$ cat config.mk
export PLATFORM = sky130hd
export DESIGN_NAME = cascade_ack_vec
export DESIGN_NICKNAME = d
export VERILOG_FILES = /design/src/rtl/cav_pkg.sv /design/src/rtl/cav_resolve.sv /design/src/rtl/cav_out_reg.sv /design/src/rtl/cascade_ack_vec.sv
export SDC_FILE = /design/constraint.sdc
export NUM_CORES = 1
export LEC_CHECK = 0
export ABC_CLOCK_PERIOD_IN_PS = 1400
export CORE_ASPECT_RATIO = 1.25
export CORE_UTILIZATION = 30
export DETAILED_ROUTE_END_ITERATION = 8
export PLACE_DENSITY = 0.85
export SETUP_SLACK_MARGIN = 0.15
export SLEW_MARGIN = 40
export SYNTH_ARGS = -nofsm -noshare
export SYNTH_HDL_FRONTEND = slang
export SYNTH_SLANG_ARGS = --single-unit
$ cat constraint.sdc
create_clock -name clk -period 1.4 [get_ports clk]
set_input_delay 0.14 -clock clk [delete_from_list [all_inputs] [get_ports clk]]
set_output_delay 0.14 -clock clk [all_outputs]
set_load 0.05 [all_outputs]
$ cat src/rtl/cav_pkg.sv
package cav_pkg;
  // Outcome of one acknowledge decision
  typedef enum logic [1:0] {
    CAV_MASTER = 2'd0,
    CAV_SLAVE  = 2'd1,
    CAV_SPUR_M = 2'd2,
    CAV_SPUR_S = 2'd3
  } cav_kind_e;
endpackage

$ cat src/rtl/cav_resolve.sv
module cav_resolve
  import cav_pkg::*;
#(
  parameter int LINE_W    = 3,
  parameter int VEC_W     = 8,
  parameter int CASC_LINE = 2
) (
  input  logic              m_pend,
  input  logic [LINE_W-1:0] m_line,
  input  logic [VEC_W-1:0]  m_base,
  input  logic              s_pend,
  input  logic [LINE_W-1:0] s_line,
  input  logic [VEC_W-1:0]  s_base,
  output cav_kind_e         kind,
  output logic [VEC_W-1:0]  vec
);
  localparam logic [VEC_W-1:0]  BASE_MASK = {{(VEC_W-LINE_W){1'b1}}, {LINE_W{1'b0}}};
  localparam logic [LINE_W-1:0] SPUR_LINE = {LINE_W{1'b1}};
  localparam logic [LINE_W-1:0] CASC     = LINE_W'(CASC_LINE);

  logic [VEC_W-1:0]  sel_base;
  logic [LINE_W-1:0] sel_line;

  always_comb begin
    if (!m_pend)               kind = CAV_SPUR_M;
    else if (m_line != CASC)   kind = CAV_MASTER;
    else if (s_pend)           kind = CAV_SLAVE;
    else                       kind = CAV_SPUR_S;
  end

  always_comb begin
    unique case (kind)
      CAV_MASTER: begin sel_base = m_base; sel_line = m_line;    end
      CAV_SLAVE:  begin sel_base = s_base; sel_line = s_line;    end
      CAV_SPUR_S: begin sel_base = s_base; sel_line = SPUR_LINE; end
      default:    begin sel_base = m_base; sel_line = SPUR_LINE; end
    endcase
    vec = (sel_base & BASE_MASK) | {{(VEC_W-LINE_W){1'b0}}, sel_line};
  end
endmodule

$ cat src/rtl/cav_out_reg.sv
module cav_out_reg #(
  parameter int VEC_W = 8
) (
  input  logic             clk,
  input  logic             rst,
  input  logic             load,
  input  logic [VEC_W-1:0] vec_d,
  input  logic             spur_d,
  output logic             vld_q,
  output logic [VEC_W-1:0] vec_q,
  output logic             spur_q
);
  always_ff @(posedge clk) begin
    if (rst) begin
      vld_q  <= 1'b0;
      vec_q  <= '0;
      spur_q <= 1'b0;
    end else begin
      vld_q <= load;
      if (load) begin
        vec_q  <= vec_d;
        spur_q <= spur_d;
      end
    end
  end
endmodule

$ cat src/rtl/cascade_ack_vec.sv
module cascade_ack_vec
  import cav_pkg::*;
#(
  parameter int LINE_W    = 3,
  parameter int VEC_W     = 8,
  parameter int CASC_LINE = 2
) (
  input  logic              clk,
  input  logic              rst,
  input  logic              inta_i,
  input  logic              m_pend_i,
  input  logic [LINE_W-1:0] m_line_i,
  input  logic [VEC_W-1:0]  m_base_i,
  input  logic              s_pend_i,
  input  logic [LINE_W-1:0] s_line_i,
  input  logic [VEC_W-1:0]  s_base_i,
  output logic              m_ack_o,
  output logic [LINE_W-1:0] m_ack_line_o,
  output logic              s_ack_o,
  output logic [LINE_W-1:0] s_ack_line_o,
  output logic              vec_vld_o,
  output logic [VEC_W-1:0]  vec_o,
  output logic              spur_o
);
  localparam logic [LINE_W-1:0] SPUR_LINE = {LINE_W{1'b1}};

  cav_kind_e        kind;
  logic [VEC_W-1:0] vec_n;

  cav_resolve #(.LINE_W(LINE_W), .VEC_W(VEC_W), .CASC_LINE(CASC_LINE)) u_resolve (
    .m_pend (m_pend_i), .m_line (m_line_i), .m_base (m_base_i),
    .s_pend (s_pend_i), .s_line (s_line_i), .s_base (s_base_i),
    .kind   (kind),     .vec    (vec_n)
  );

  // Acknowledge pulses in the strobe cycle
  assign m_ack_o      = inta_i && (kind != CAV_SPUR_M);
  assign m_ack_line_o = m_line_i;
  assign s_ack_o      = inta_i && (kind == CAV_SLAVE);
  assign s_ack_line_o = s_line_i;

  cav_out_reg #(.VEC_W(VEC_W)) u_out (
    .clk    (clk),
    .rst    (rst),
    .load   (inta_i),
    .vec_d  (vec_n),
    .spur_d (kind == CAV_SPUR_M || kind == CAV_SPUR_S),
    .vld_q  (vec_vld_o),
    .vec_q  (vec_o),
    .spur_q (spur_o)
  );

  // acknowledges only while strobed
  a_r7_no_ack_idle: assert property (@(posedge clk) disable iff (rst)
    !inta_i |-> (!m_ack_o && !s_ack_o));
  // valid exactly one cycle after a strobe
  a_r6_vld_after_strobe: assert property (@(posedge clk) disable iff (rst)
    inta_i |=> vec_vld_o);
  a_r6_no_vld_without_strobe: assert property (@(posedge clk) disable iff (rst)
    !inta_i |=> (!vec_vld_o && $stable(vec_o) && $stable(spur_o)));
  // slave is acknowledged only through the cascade line of the master
  a_r3_slave_via_cascade: assert property (@(posedge clk) disable iff (rst)
    s_ack_o |-> (m_ack_o && m_ack_line_o == LINE_W'(CASC_LINE)));
  // a spurious vector always points at the top line
  a_r1_spur_line: assert property (@(posedge clk) disable iff (rst)
    (vec_vld_o && spur_o) |-> (vec_o[LINE_W-1:0] == SPUR_LINE));
  // no master pending means no acknowledge at all
  a_r1_no_ack_when_idle: assert property (@(posedge clk) disable iff (rst)
    (inta_i && !m_pend_i) |-> (!m_ack_o && !s_ack_o));
endmodule

==> reports/summary.log, run 1 <==
INFO  run_status     outcome=complete, no violations
INFO  power_and_ir_drop ir_drop=0.591mV
INFO  yosys          synth_area_leaders=sky130_fd_sc_hd__dfxtp_1, sky130_fd_sc_hd__a211oi_1, sky130_fd_sc_hd__mux2i_1, sky130_fd_sc_hd__buf_4, sky130_fd_sc_hd__nor2_1
INFO  clocking       cts_buffers=3
INFO  drt            route.antenna.remaining_nets=0
INFO  sta            timing.hold.ws=0.416ns
INFO  yosys          synthesis.area=522um^2
INFO  grt            grt_start_max_net_pins=11
INFO  yosys          synth.largest_area_cell=sky130_fd_sc_hd__dfxtp_1
INFO  grt            antenna_found_initial=0
INFO  placement      placedInstanceArea=972um^2
INFO  setup_path     origin_of_the_critical_flop_to_flop_path=u_out.vec_q[0]
INFO  yosys          postSynthAreaPerCell=9.32um^2
INFO  yosys          synth.distinct_cells=18
INFO  die            design.portCount=45
INFO  clocking       clk_pin_slew=0.06ns
INFO  layout         synthToLayoutAreaGrowth=92.3%
INFO  yosys          postSynthNetCount=83
INFO  clocking       cts.path.max_buffers=2
INFO  yosys          yosys_register_bits=10
INFO  clocking       clock_tree.htree_level_count=1
INFO  clocking       hold_buffers=0
INFO  grt            via_count_of_the_first_global_routing_pass=572
INFO  die            placement_rows=16
INFO  sta            max_freq=847MHz
INFO  setup_path     timing.critical_path.to_type=output pin
INFO  setup_path     launching_element_type_of_the_critical_path=input pin
INFO  clocking       clock_latency=0.26ns
INFO  layout         final_nets=126
INFO  setup_path     timing.setup.critical_path_class=in2out
INFO  setup_path     worst-path-max-fanout=4
INFO  min_path       worst_hold_startpoint=inta_i
INFO  yosys          ys_warn_count=0
INFO  grt            global_routing_usage_summed_across_all_routing_layers=17.5%
INFO  drt            drt_iter0_markers=6
INFO  sta            setup_repair_after_global_routing_missed_its_margin=false
INFO  yosys          netlist_instances=56
INFO  yosys          postSynth.asyncResetShare=0%
INFO  drt            drt_drc_violations_left=0
INFO  grt            grt_first_pass_wirelength=2340um
INFO  yosys          synth_sequential_area_ratio=38.4%
INFO  die            starting_density_of_the_core=32.6%
INFO  drt            first_pass_iters=4
INFO  grt            globalRouteOverflowTotal=0
INFO  setup_path     worstPathArrival=1.04ns
INFO  placement      dp_hpwl=1130um
INFO  setup_path     worst-r2r-setup-slack=0.63ns
INFO  sta            max_slew_margin=71.6%
INFO  sta            setup_viol_count_final=0
INFO  drt            drt-total-wl=1430um
INFO  clocking       cts_sinks=10
INFO  layout         layout_cell_share_with_drive_strength_beyond_1=34.0%
INFO  die            core_area=1600um^2
INFO  power_and_ir_drop reported_leakage_power=0.000437uW
INFO  power_and_ir_drop pwr_density_cell=834nW/um^2
INFO  die            die_area=1910um^2
INFO  sta            final_hold_viol_count=0
INFO  die            fp.dieW=39.3um
INFO  min_path       min_path_type=in2reg
INFO  setup_path     crit_path_start=s_pend_i
INFO  placement      globalplace.congestion=0.663
INFO  layout         n_antenna_cell=0
INFO  layout         layout.core_utilization=62.7%
INFO  yosys          netlist.area_leader.share=38.4%
INFO  placement      io_buffers=38
INFO  die            die_y=48.6um
INFO  drt            vias=562
INFO  sta            finClkSkew=0ns
INFO  sta            worst_slew_pin_slew=0.424ns
INFO  sta            final_period_minus_worst_setup_slack=1.18ns
INFO  flow_run       cap_viol_max_count=0
INFO  yosys          number_of_enable_type_register_cells_in_the_synthesized_netlist=0
INFO  drt            viasPerCell=4.89
INFO  drt            wire_per_inst=12.5um
INFO  sta            timing.final.max_slew_violations=0
INFO  layout         non_filler_cell_area_final=1000um^2
INFO  clocking       clock_tree.root_cell=sky130_fd_sc_hd__clkbuf_4
INFO  sta            fin_crit_sh=84.3%
INFO  clocking       clock_tree_from_tritoncts=yes
INFO  yosys          synth-main-ff-cell=sky130_fd_sc_hd__dfxtp_1
INFO  setup_path     critPathRequiredTime=1.26ns
where the power goes:
part / leakage [uW] / switching, uW / internal, uW / total, uW
sequential: 0.0000833 / 10.3 / 305 / 316
clock: 0.0000138 / 94.4 / 99.1 / 194
combinational: 0.000340 / 180 / 148 / 328
per-stage QoR:
| stage | setup WS [ns] | power [uW] | cells | setup TNS [ns] |
|---|---|---|---|---|
| floorplan | 0.259 | 500 | 56 | 0 |
| global route | 0.189 | 871 | 115 | 0 |
| CTS | 0.235 | 842 | 115 | 0 |
| detailed placement | -0.112 | 654 | 110 | -0.457 |
| global placement | -0.0754 | 648 | 110 | -0.174 |
| finish | 0.220 | 837 | 115 | 0 |
logic make-up after synthesis:
logic type      count (synthesis)  synth area share (%)
simple gates                   17                  17.7
buf+inv                        13                  15.1
compound gates                 11                  19.2
flops                          10                  38.4
mux                             5                  9.59
final cells by class:
class	instances	area [um^2]
fillers	142	598
multi-input cells	33	243
flip-flops and latches	10	200
repair buffers	48	504
well taps	18	22.5
inverters	3	11.3
clock buffers	3	22.5
registers in the layout (all words and copies together) (netlist names):
name          flops
u_out.spur_q      1
u_out.vld_q       1
u_out.vec_q       8
Yosys cell counts, types with 2 or more instances:
cell / n
sky130_fd_sc_hd__nor2b_1: 2
sky130_fd_sc_hd__inv_1: 3
sky130_fd_sc_hd__a211oi_1: 8
sky130_fd_sc_hd__clkbuf_1: 2
sky130_fd_sc_hd__mux2i_1: 5
sky130_fd_sc_hd__dfxtp_1: 10
sky130_fd_sc_hd__nor2_1: 9
sky130_fd_sc_hd__o22ai_1: 2
sky130_fd_sc_hd__buf_4: 6
worst max-delay path: stages:
cell	delay [ns]
sky130_fd_sc_hd__clkdlybuf4s50_1	0.54
sky130_fd_sc_hd__and3_4	0.23
sky130_fd_sc_hd__buf_12	0.13
repair_timing:
action | CTS | global route
resized for setup | 5 | 0
buffers inserted | 2 | 0
endpoints found under the setup margin | 2 | 0
final timing paths:
path	to	cells past startpoint
max	s_ack_o	3
min reg2reg	u_out.vec_q[7]	2
max reg2reg	u_out.vec_q[0]	2
min	u_out.vec_q[3]	3
metal layers:
layer,vias to the layer above,wire (um),global-route usage [%]
li1,276,-,-
met1,254,549,17.6
met2,28,733,30.3
met3,4,112,4.13
met4,0,37,10.3
met5,-,0,0
cell usage in the layout, fill, tap and decap left out, drive strengths merged:
cell type / count
clkbuf: 3
nor2: 9
and3: 1
nor4b: 1
dfxtp: 10
and4bb: 1
nor3: 1
nor2b: 2
nand2: 1
nand3: 1
dlygate4sd2: 5
a211oi: 8
mux2i: 5
buf: 28
o22ai: 2
clkdlybuf4s50: 15
a2111oi: 1
inv: 3
No activity file was read; power rests on OpenSTA's default activity.
==> run 2: changes to the inputs <==
ABC_CLOCK_PERIOD_IN_PS = 1200   (was 1400)
clock period = 1.2 ns   (was 1.4 ns; I/O delays follow)
==> reports/summary.log, run 2 (same netlist as run 1, synthesis figures left out) <==
INFO  run_status     outcome=complete, no violations
INFO  grt            via_count_of_the_first_global_routing_pass=573 [+0.17%]
INFO  clocking       clock_tree_from_tritoncts=yes
INFO  power_and_ir_drop reported_leakage_power=0.000496uW [+14%]
INFO  layout         synthToLayoutAreaGrowth=124%
INFO  drt            met3RoutedLength=93um [-17%]
INFO  clocking       cts_buffers=3 [unchanged]
INFO  power_and_ir_drop p_total=1130uW [+35%]
INFO  power_and_ir_drop net-switching-power=355uW [+25%]
INFO  die            core_area=1600um^2 [unchanged]
INFO  drt            first_pass_iters=2 [-2]
INFO  clocking       cts_sinks=10 [unchanged]
INFO  clocking       clock_tree.htree_level_count=1 [unchanged]
INFO  setup_path     worst-path-max-fanout=2 [-2]
INFO  grt            global_routing_usage_summed_across_all_routing_layers=18.6% [+1.2 points]
INFO  sta            finClkSkew=0ns [unchanged]
INFO  clocking       clock_latency=0.26ns [about the same]
INFO  grt            grt_start_max_net_pins=13 [+2]
INFO  drt            highest_metal_layer_with_signal_wires=met4
INFO  placement      dp_hpwl=1230um [+8.5%]
INFO  layout         fillCellCount=135 [-4.9%]
INFO  setup_path     worst_path_max_delay_cell=sky130_fd_sc_hd__and4bb_1
INFO  layout         final_nets=129 [+2.4%]
INFO  clocking       hold_buffers=0 [unchanged]
INFO  layout         final_cell_mix=sky130_fd_sc_hd__buf_12, sky130_fd_sc_hd__clkdlybuf4s50_1, sky130_fd_sc_hd__buf_4, sky130_fd_sc_hd__nor2_1, sky130_fd_sc_hd__dfxtp_1
INFO  min_path       min_path_type=in2reg
INFO  layout         layout_commonest_cell=sky130_fd_sc_hd__buf_12
INFO  die            die_y=48.6um [unchanged]
INFO  drt            wire_per_inst=13.0um [+4.5%]
INFO  setup_path     critical-path-max-stage-delay=0.30ns [-0.24 ns]
INFO  die            starting_density_of_the_core=32.6% [unchanged]
INFO  clocking       cts.path.max_buffers=2 [unchanged]
INFO  setup_path     timing.critical_path.to_type=output pin
INFO  power_and_ir_drop pwr-share-seq=33.8% [-3.9 points]
INFO  grt            antenna_found_initial=0 [unchanged]
INFO  drt            viasPerCell=4.82 [-1.5%]
INFO  clocking       clk_pin_slew=0.06ns [about the same]
INFO  layout         n_antenna_cell=0 [unchanged]
INFO  drt            drt_drc_violations_left=0 [unchanged]
INFO  die            die_area=1910um^2 [unchanged]
INFO  layout         layout.core_utilization=72.8% [+10 points]
INFO  drt            detailroute.wirelength.met2=930um [+27%]
INFO  clocking       clock_tree.root_cell=sky130_fd_sc_hd__clkbuf_4
INFO  layout         layout_cell_share_with_drive_strength_beyond_1=43.6% [+9.5 points]
INFO  grt            grt_first_pass_wirelength=2450um [+4.7%]
INFO  layout         register_containing_the_most_flip_flops_in_the_final_layout=u_out.vec_q
INFO  grt            globalRouteOverflowTotal=0 [unchanged]
INFO  die            design.portCount=45 [unchanged]
INFO  power_and_ir_drop p_sw_share=31.3% [-2.6 points]
INFO  sta            setup_repair_after_global_routing_missed_its_margin=false
INFO  sta            final_hold_viol_count=0 [unchanged]
INFO  placement      globalplace.congestion=0.725 [+9.3%]
INFO  die            placement_rows=16 [unchanged]
INFO  drt            drt_iter0_markers=5 [-1]
INFO  die            fp.dieW=39.3um [unchanged]
INFO  layout         biggestRegsByFlops=u_out.vec_q: 8 flops, u_out.spur_q: 1 flops, u_out.vld_q: 1 flops
INFO  setup_path     timing.setup.critical_path_class=in2out
INFO  layout         largest_register_ffs=8 [unchanged]
INFO  sta            timing.final.max_slew_violations=0 [unchanged]
INFO  placement      io_buffers=38 [unchanged]
INFO  sta            final_period_minus_worst_setup_slack=0.979ns
INFO  power_and_ir_drop share_clk_of_total_power=26.3% [+3.2 points]
INFO  sta            max_freq=1020MHz
INFO  sta            max_slew_margin=72.3% [+0.69 points]
INFO  sta            fin_crit_sh=81.6%
INFO  power_and_ir_drop power.share.combinational=39.9% [+0.7 points]
INFO  power_and_ir_drop internal_power=778uW [+41%]
INFO  power_and_ir_drop pwr_density_cell=971nW/um^2 [+16%]
INFO  drt            route.antenna.remaining_nets=0 [unchanged]
INFO  power_and_ir_drop ir_drop=0.918mV [+55%]
INFO  drt            drt-total-wl=1550um [+8.2%]
INFO  setup_path     launching_element_type_of_the_critical_path=input pin
INFO  drt            vias=573 [+2.0%]
INFO  sta            worst_slew_pin_slew=0.412ns [-0.0122 ns]
INFO  setup_path     worstPathArrival=0.86ns [-0.18 ns]
INFO  setup_path     critPathRequiredTime=1.08ns [-0.18 ns]
INFO  setup_path     critical_path.cell_chain=clkbuf_2 -> and4bb_1 -> and3_4 -> buf_12
INFO  flow_run       cap_viol_max_count=0 [unchanged]
INFO  sta            setup_viol_count_final=0 [unchanged]
INFO  drt            met1_length=505um [-8.0%]
==> run 2: final timing paths <==
path	cells after the start	slack, ns	to	start
setup / recovery	4	0.22	s_ack_o	m_line_i[2]
hold / removal	3	0.31	u_out.vec_q[2]	s_pend_i
setup reg to reg	2	0.41	u_out.vec_q[1]	u_out.vec_q[1]
hold reg to reg	2	0.53	u_out.vec_q[4]	u_out.vec_q[4]
==> run 2: cell type report <==
cell class                 instances  area (um^2)  area share, %
clock buffer                       4         36.3           3.11
inverter                           3         11.3          0.966
multi-input combinational         33          251           21.6
sequential                        10          201           17.3
tap                               18         22.5           1.93
timing repair buffer              51          643           55.2
==> run 2: worst max-delay path, delay by kind of cell <==
family	cells	cell delay, ns
and+or+nand+nor	2	0.52
buffers and inverters	2	0.22
==> run 2: power by group through the flow <==
| stage | sequential [uW] | combinational (uW) | clock [uW] |
|---|---|---|---|
| detailed placement | 390 | 453 | 0 |
| finish | 383 | 451 | 298 |
| global placement | 390 | 445 | 0 |
| global route | 386 | 472 | 323 |
| CTS | 383 | 453 | 305 |
| floorplan | 459 | 125 | 0 |
==> run 2: per-layer routing <==
metal,global-route usage [%],vias up
met3,3.67,2
met5,0,-
met4,6.90,0
met1,17.0,262
li1,-,282
met2,36.4,27
==> run 2: repair_timing <==
action	4_1_cts	5_1_grt
resized for setup	9	9
setup buffers	2	0
hold endpoints to repair	0	0
setup endpoints to repair	10	6
pin swaps	5	3
==> run 2: stage by stage <==
step	area (um^2)	hold slack, ns	worst slack [ns]	std cells	TNS, ns
global route	1170	0.345	0.187	119	0
global placement	1120	0.510	-0.205	113	-1.71
detailed placement	1120	0.522	-0.352	113	-2.34
floorplan	523	0.258	0.139	56	0
finish	1170	0.315	0.221	119	0
CTS	1170	0.313	0.152	119	0
==> run 3: changes to the inputs <==
ABC_CLOCK_PERIOD_IN_PS = 1000   (was 1200)
clock period = 1 ns   (was 1.2 ns; I/O delays follow)
==> reports/summary.log, run 3 (same netlist as run 1, synthesis figures left out) <==
INFO  run_status     outcome=complete, no violations
INFO  layout         final_cell_mix=sky130_fd_sc_hd__buf_12, sky130_fd_sc_hd__buf_4, sky130_fd_sc_hd__clkdlybuf4s50_1, sky130_fd_sc_hd__dfxtp_2, sky130_fd_sc_hd__nor2_1
INFO  grt            global_routing_usage_summed_across_all_routing_layers=19.3% [+0.69 points]
INFO  placement      io_buffers=38 [unchanged]
INFO  drt            vias=613 [+7.0%]
INFO  sta            final_period_minus_worst_setup_slack=0.937ns
INFO  setup_path     critical_path.cell_chain=buf_6 -> and4bb_2 -> and3_4 -> buf_12
INFO  die            die_area=1910um^2 [unchanged]
INFO  sta            max_freq=1070MHz
INFO  setup_path     worst-path-max-fanout=2 [unchanged]
INFO  layout         layout_cell_share_with_drive_strength_beyond_1=57.1% [+14 points]
INFO  die            placement_rows=16 [unchanged]
INFO  sta            fin_crit_sh=93.7%
INFO  setup_path     cp_top_family=simple AND/OR/NAND/NOR gates
INFO  sta            final_hold_viol_count=0 [unchanged]
INFO  clocking       clock_tree.root_cell=sky130_fd_sc_hd__clkbuf_4
INFO  layout         largest_register_ffs=8 [unchanged]
INFO  die            fp.dieW=39.3um [unchanged]
INFO  flow_run       cap_viol_max_count=0 [unchanged]
INFO  drt            first_pass_iters=4 [+2]
INFO  clocking       clock_latency=0.27ns [about the same]
INFO  grt            via_count_of_the_first_global_routing_pass=615 [+7.3%]
INFO  clocking       cts_sinks=10 [unchanged]
INFO  grt            antenna_found_initial=0 [unchanged]
INFO  setup_path     worstPathArrival=0.84ns [-0.02 ns]
INFO  sta            finClkSkew=0ns [unchanged]
INFO  layout         final_cell_count_no_fill=123 [+3.4%]
INFO  placement      globalplace.congestion=0.734 [+1.2%]
INFO  setup_path     worst_path_max_delay_cell=sky130_fd_sc_hd__and4bb_2
INFO  layout         n_antenna_cell=0 [unchanged]
INFO  clocking       clock_tree.htree_level_count=1 [unchanged]
INFO  sta            timing.final.max_slew_violations=0 [unchanged]
INFO  sta            setup_repair_after_global_routing_missed_its_margin=true
INFO  sta            max_slew_margin=78.0% [+5.7 points]
INFO  grt            grt_first_pass_wirelength=2580um [+5.3%]
INFO  drt            drt-total-wl=1650um [+6.5%]
INFO  power_and_ir_drop ir_drop=0.858mV [-6.4%]
INFO  setup_path     launching_element_type_of_the_critical_path=input pin
INFO  setup_path     timing.setup.critical_path_class=in2out
INFO  layout         synthToLayoutAreaGrowth=134%
INFO  layout         multi_input_comb_area=255um^2 [+1.5%]
INFO  clocking       clk_pin_slew=0.08ns [+0.02 ns]
INFO  setup_path     critical-path-max-stage-delay=0.30ns [about the same]
INFO  setup_path     cp.buffers_inverters=2 [unchanged]
INFO  drt            wire_per_inst=13.4um [+3.1%]
INFO  clocking       cts.path.max_buffers=2 [unchanged]
INFO  layout         final_nets=133 [+3.1%]
INFO  die            design.portCount=45 [unchanged]
INFO  power_and_ir_drop reported_leakage_power=0.000523uW [+5.4%]
INFO  drt            drt_drc_violations_left=0 [unchanged]
INFO  clocking       hold_buffers=0 [unchanged]
INFO  setup_path     worstRegToRegCells=3 [+1]
INFO  die            core_area=1600um^2 [unchanged]
INFO  power_and_ir_drop pwr_density_cell=1160nW/um^2 [+19%]
INFO  die            starting_density_of_the_core=32.6% [unchanged]
INFO  grt            globalRouteOverflowTotal=0 [unchanged]
INFO  setup_path     origin_of_the_critical_flop_to_flop_path=u_out.vec_q[3]
INFO  setup_path     worst-r2r-setup-slack=0.22ns [-0.19 ns]
INFO  min_path       worst_hold_startpoint=s_line_i[1]
INFO  min_path       min_to=u_out.vec_q[1]
INFO  min_path       min_path_type=in2reg
INFO  drt            route.antenna.remaining_nets=0 [unchanged]
INFO  clocking       cts_buffers=3 [unchanged]
INFO  setup_path     timing.critical_path.to_type=output pin
INFO  setup_path     endpoint_of_the_lowest_slack_register_to_register_path=u_out.vec_q[3]
INFO  layout         regArea=213um^2 [+5.6%]
INFO  sta            setup_viol_count_final=0 [unchanged]
INFO  layout         biggestRegsByFlops=u_out.vec_q: 8 flops, u_out.spur_q: 1 flops, u_out.vld_q: 1 flops
INFO  die            die_y=48.6um [unchanged]
INFO  sta            worst_slew_pin_slew=0.327ns [-0.0851 ns]
INFO  layout         register_containing_the_most_flip_flops_in_the_final_layout=u_out.vec_q
INFO  layout         layout_commonest_cell=sky130_fd_sc_hd__buf_12
INFO  drt            drt_iter0_markers=4 [-1]
INFO  placement      dp_hpwl=1310um [+6.6%]
INFO  placement      placed_cells=115 [+1.8%]
INFO  grt            grt_start_max_net_pins=13 [unchanged]
INFO  sta            timing.setup.tns=0ns [unchanged]
INFO  drt            viasPerCell=4.98 [+3.5%]
INFO  min_path       whs_path_depth=3 [unchanged]
INFO  sta            timing.hold.ws=0.247ns [-0.0682 ns]
INFO  layout         fillCellCount=111 [-18%]
INFO  setup_path     critPathRequiredTime=0.90ns [-0.18 ns]
INFO  clocking       clock_tree_from_tritoncts=yes
run 3: changes by cell type in the layout (fill, tap and decap cells not counted), sizes merged:
cell / delta
buf: +9
clkbuf: -4
clkdlybuf4s50: -3
dlygate4sd2: +2
run 3: per-stage QoR:
step	utilization, %	total power (uW)	setup WS, ns	cell area, um^2
finish	76.2	1410	0.0633	1220
global route	76.2	1460	0.0525	1220
CTS	75.1	1410	0.0660	1200
detailed placement	71.6	1030	-0.446	1150
global placement	71.6	1010	-0.378	1150
floorplan	-	707	-0.0407	534
run 3: area by class of cell:
type                    instances  area share [%]
inverters                       3           0.923
well taps                      18            1.85
flip-flops and latches         10            17.4
clock buffers                   4            2.97
repair buffers                 55            55.9
multi-input cells              33            20.9
run 3: worst register-to-register path, delay by kind of cell (launching register included):
family | cells | cell delay (ns)
DFF | 1 | 0.36
AOI/OAI and AO/OA | 1 | 0.19
buffers and inverters | 1 | 0.11
and+or+nand+nor | 1 | 0.04
run 3: timing repair:
action,4_1_cts,5_1_grt
resized for setup,32,2
hold endpoints to repair,0,0
setup buffers,3,1
setup endpoints to repair,27,19
pin swaps,2,2
run 3: worst max-delay path by stage:
stage | end | from | slack, ns | cells after the start
after floorplan | u_out.vec_q[0] | m_line_i[0] | -0.04 | 4
after global placement | u_out.vec_q[0] | m_line_i[0] | -0.38 | 4
after detailed placement | u_out.vec_q[5] | m_line_i[0] | -0.45 | 5
after CTS | s_ack_o | m_line_i[0] | 0.07 | 4
after global routing | s_ack_o | m_line_i[2] | 0.05 | 4
final | s_ack_o | m_line_i[2] | 0.06 | 4
run 3: power breakdown:
part / switching (uW) / internal (uW) / total [uW]
Clock: 164 / 222 / 385
Combinational: 264 / 299 / 563
Sequential: 30.2 / 434 / 464
run 3: routing by layer:
metal / up-vias / GRT usage (%) / part of all wire [%]
met5: - / 0 / 0
met2: 31 / 33.1 / 55
met3: 7 / 6.88 / 8.7
met4: 0 / 10.3 / 3.1
li1: 291 / - / -
met1: 284 / 19.0 / 34
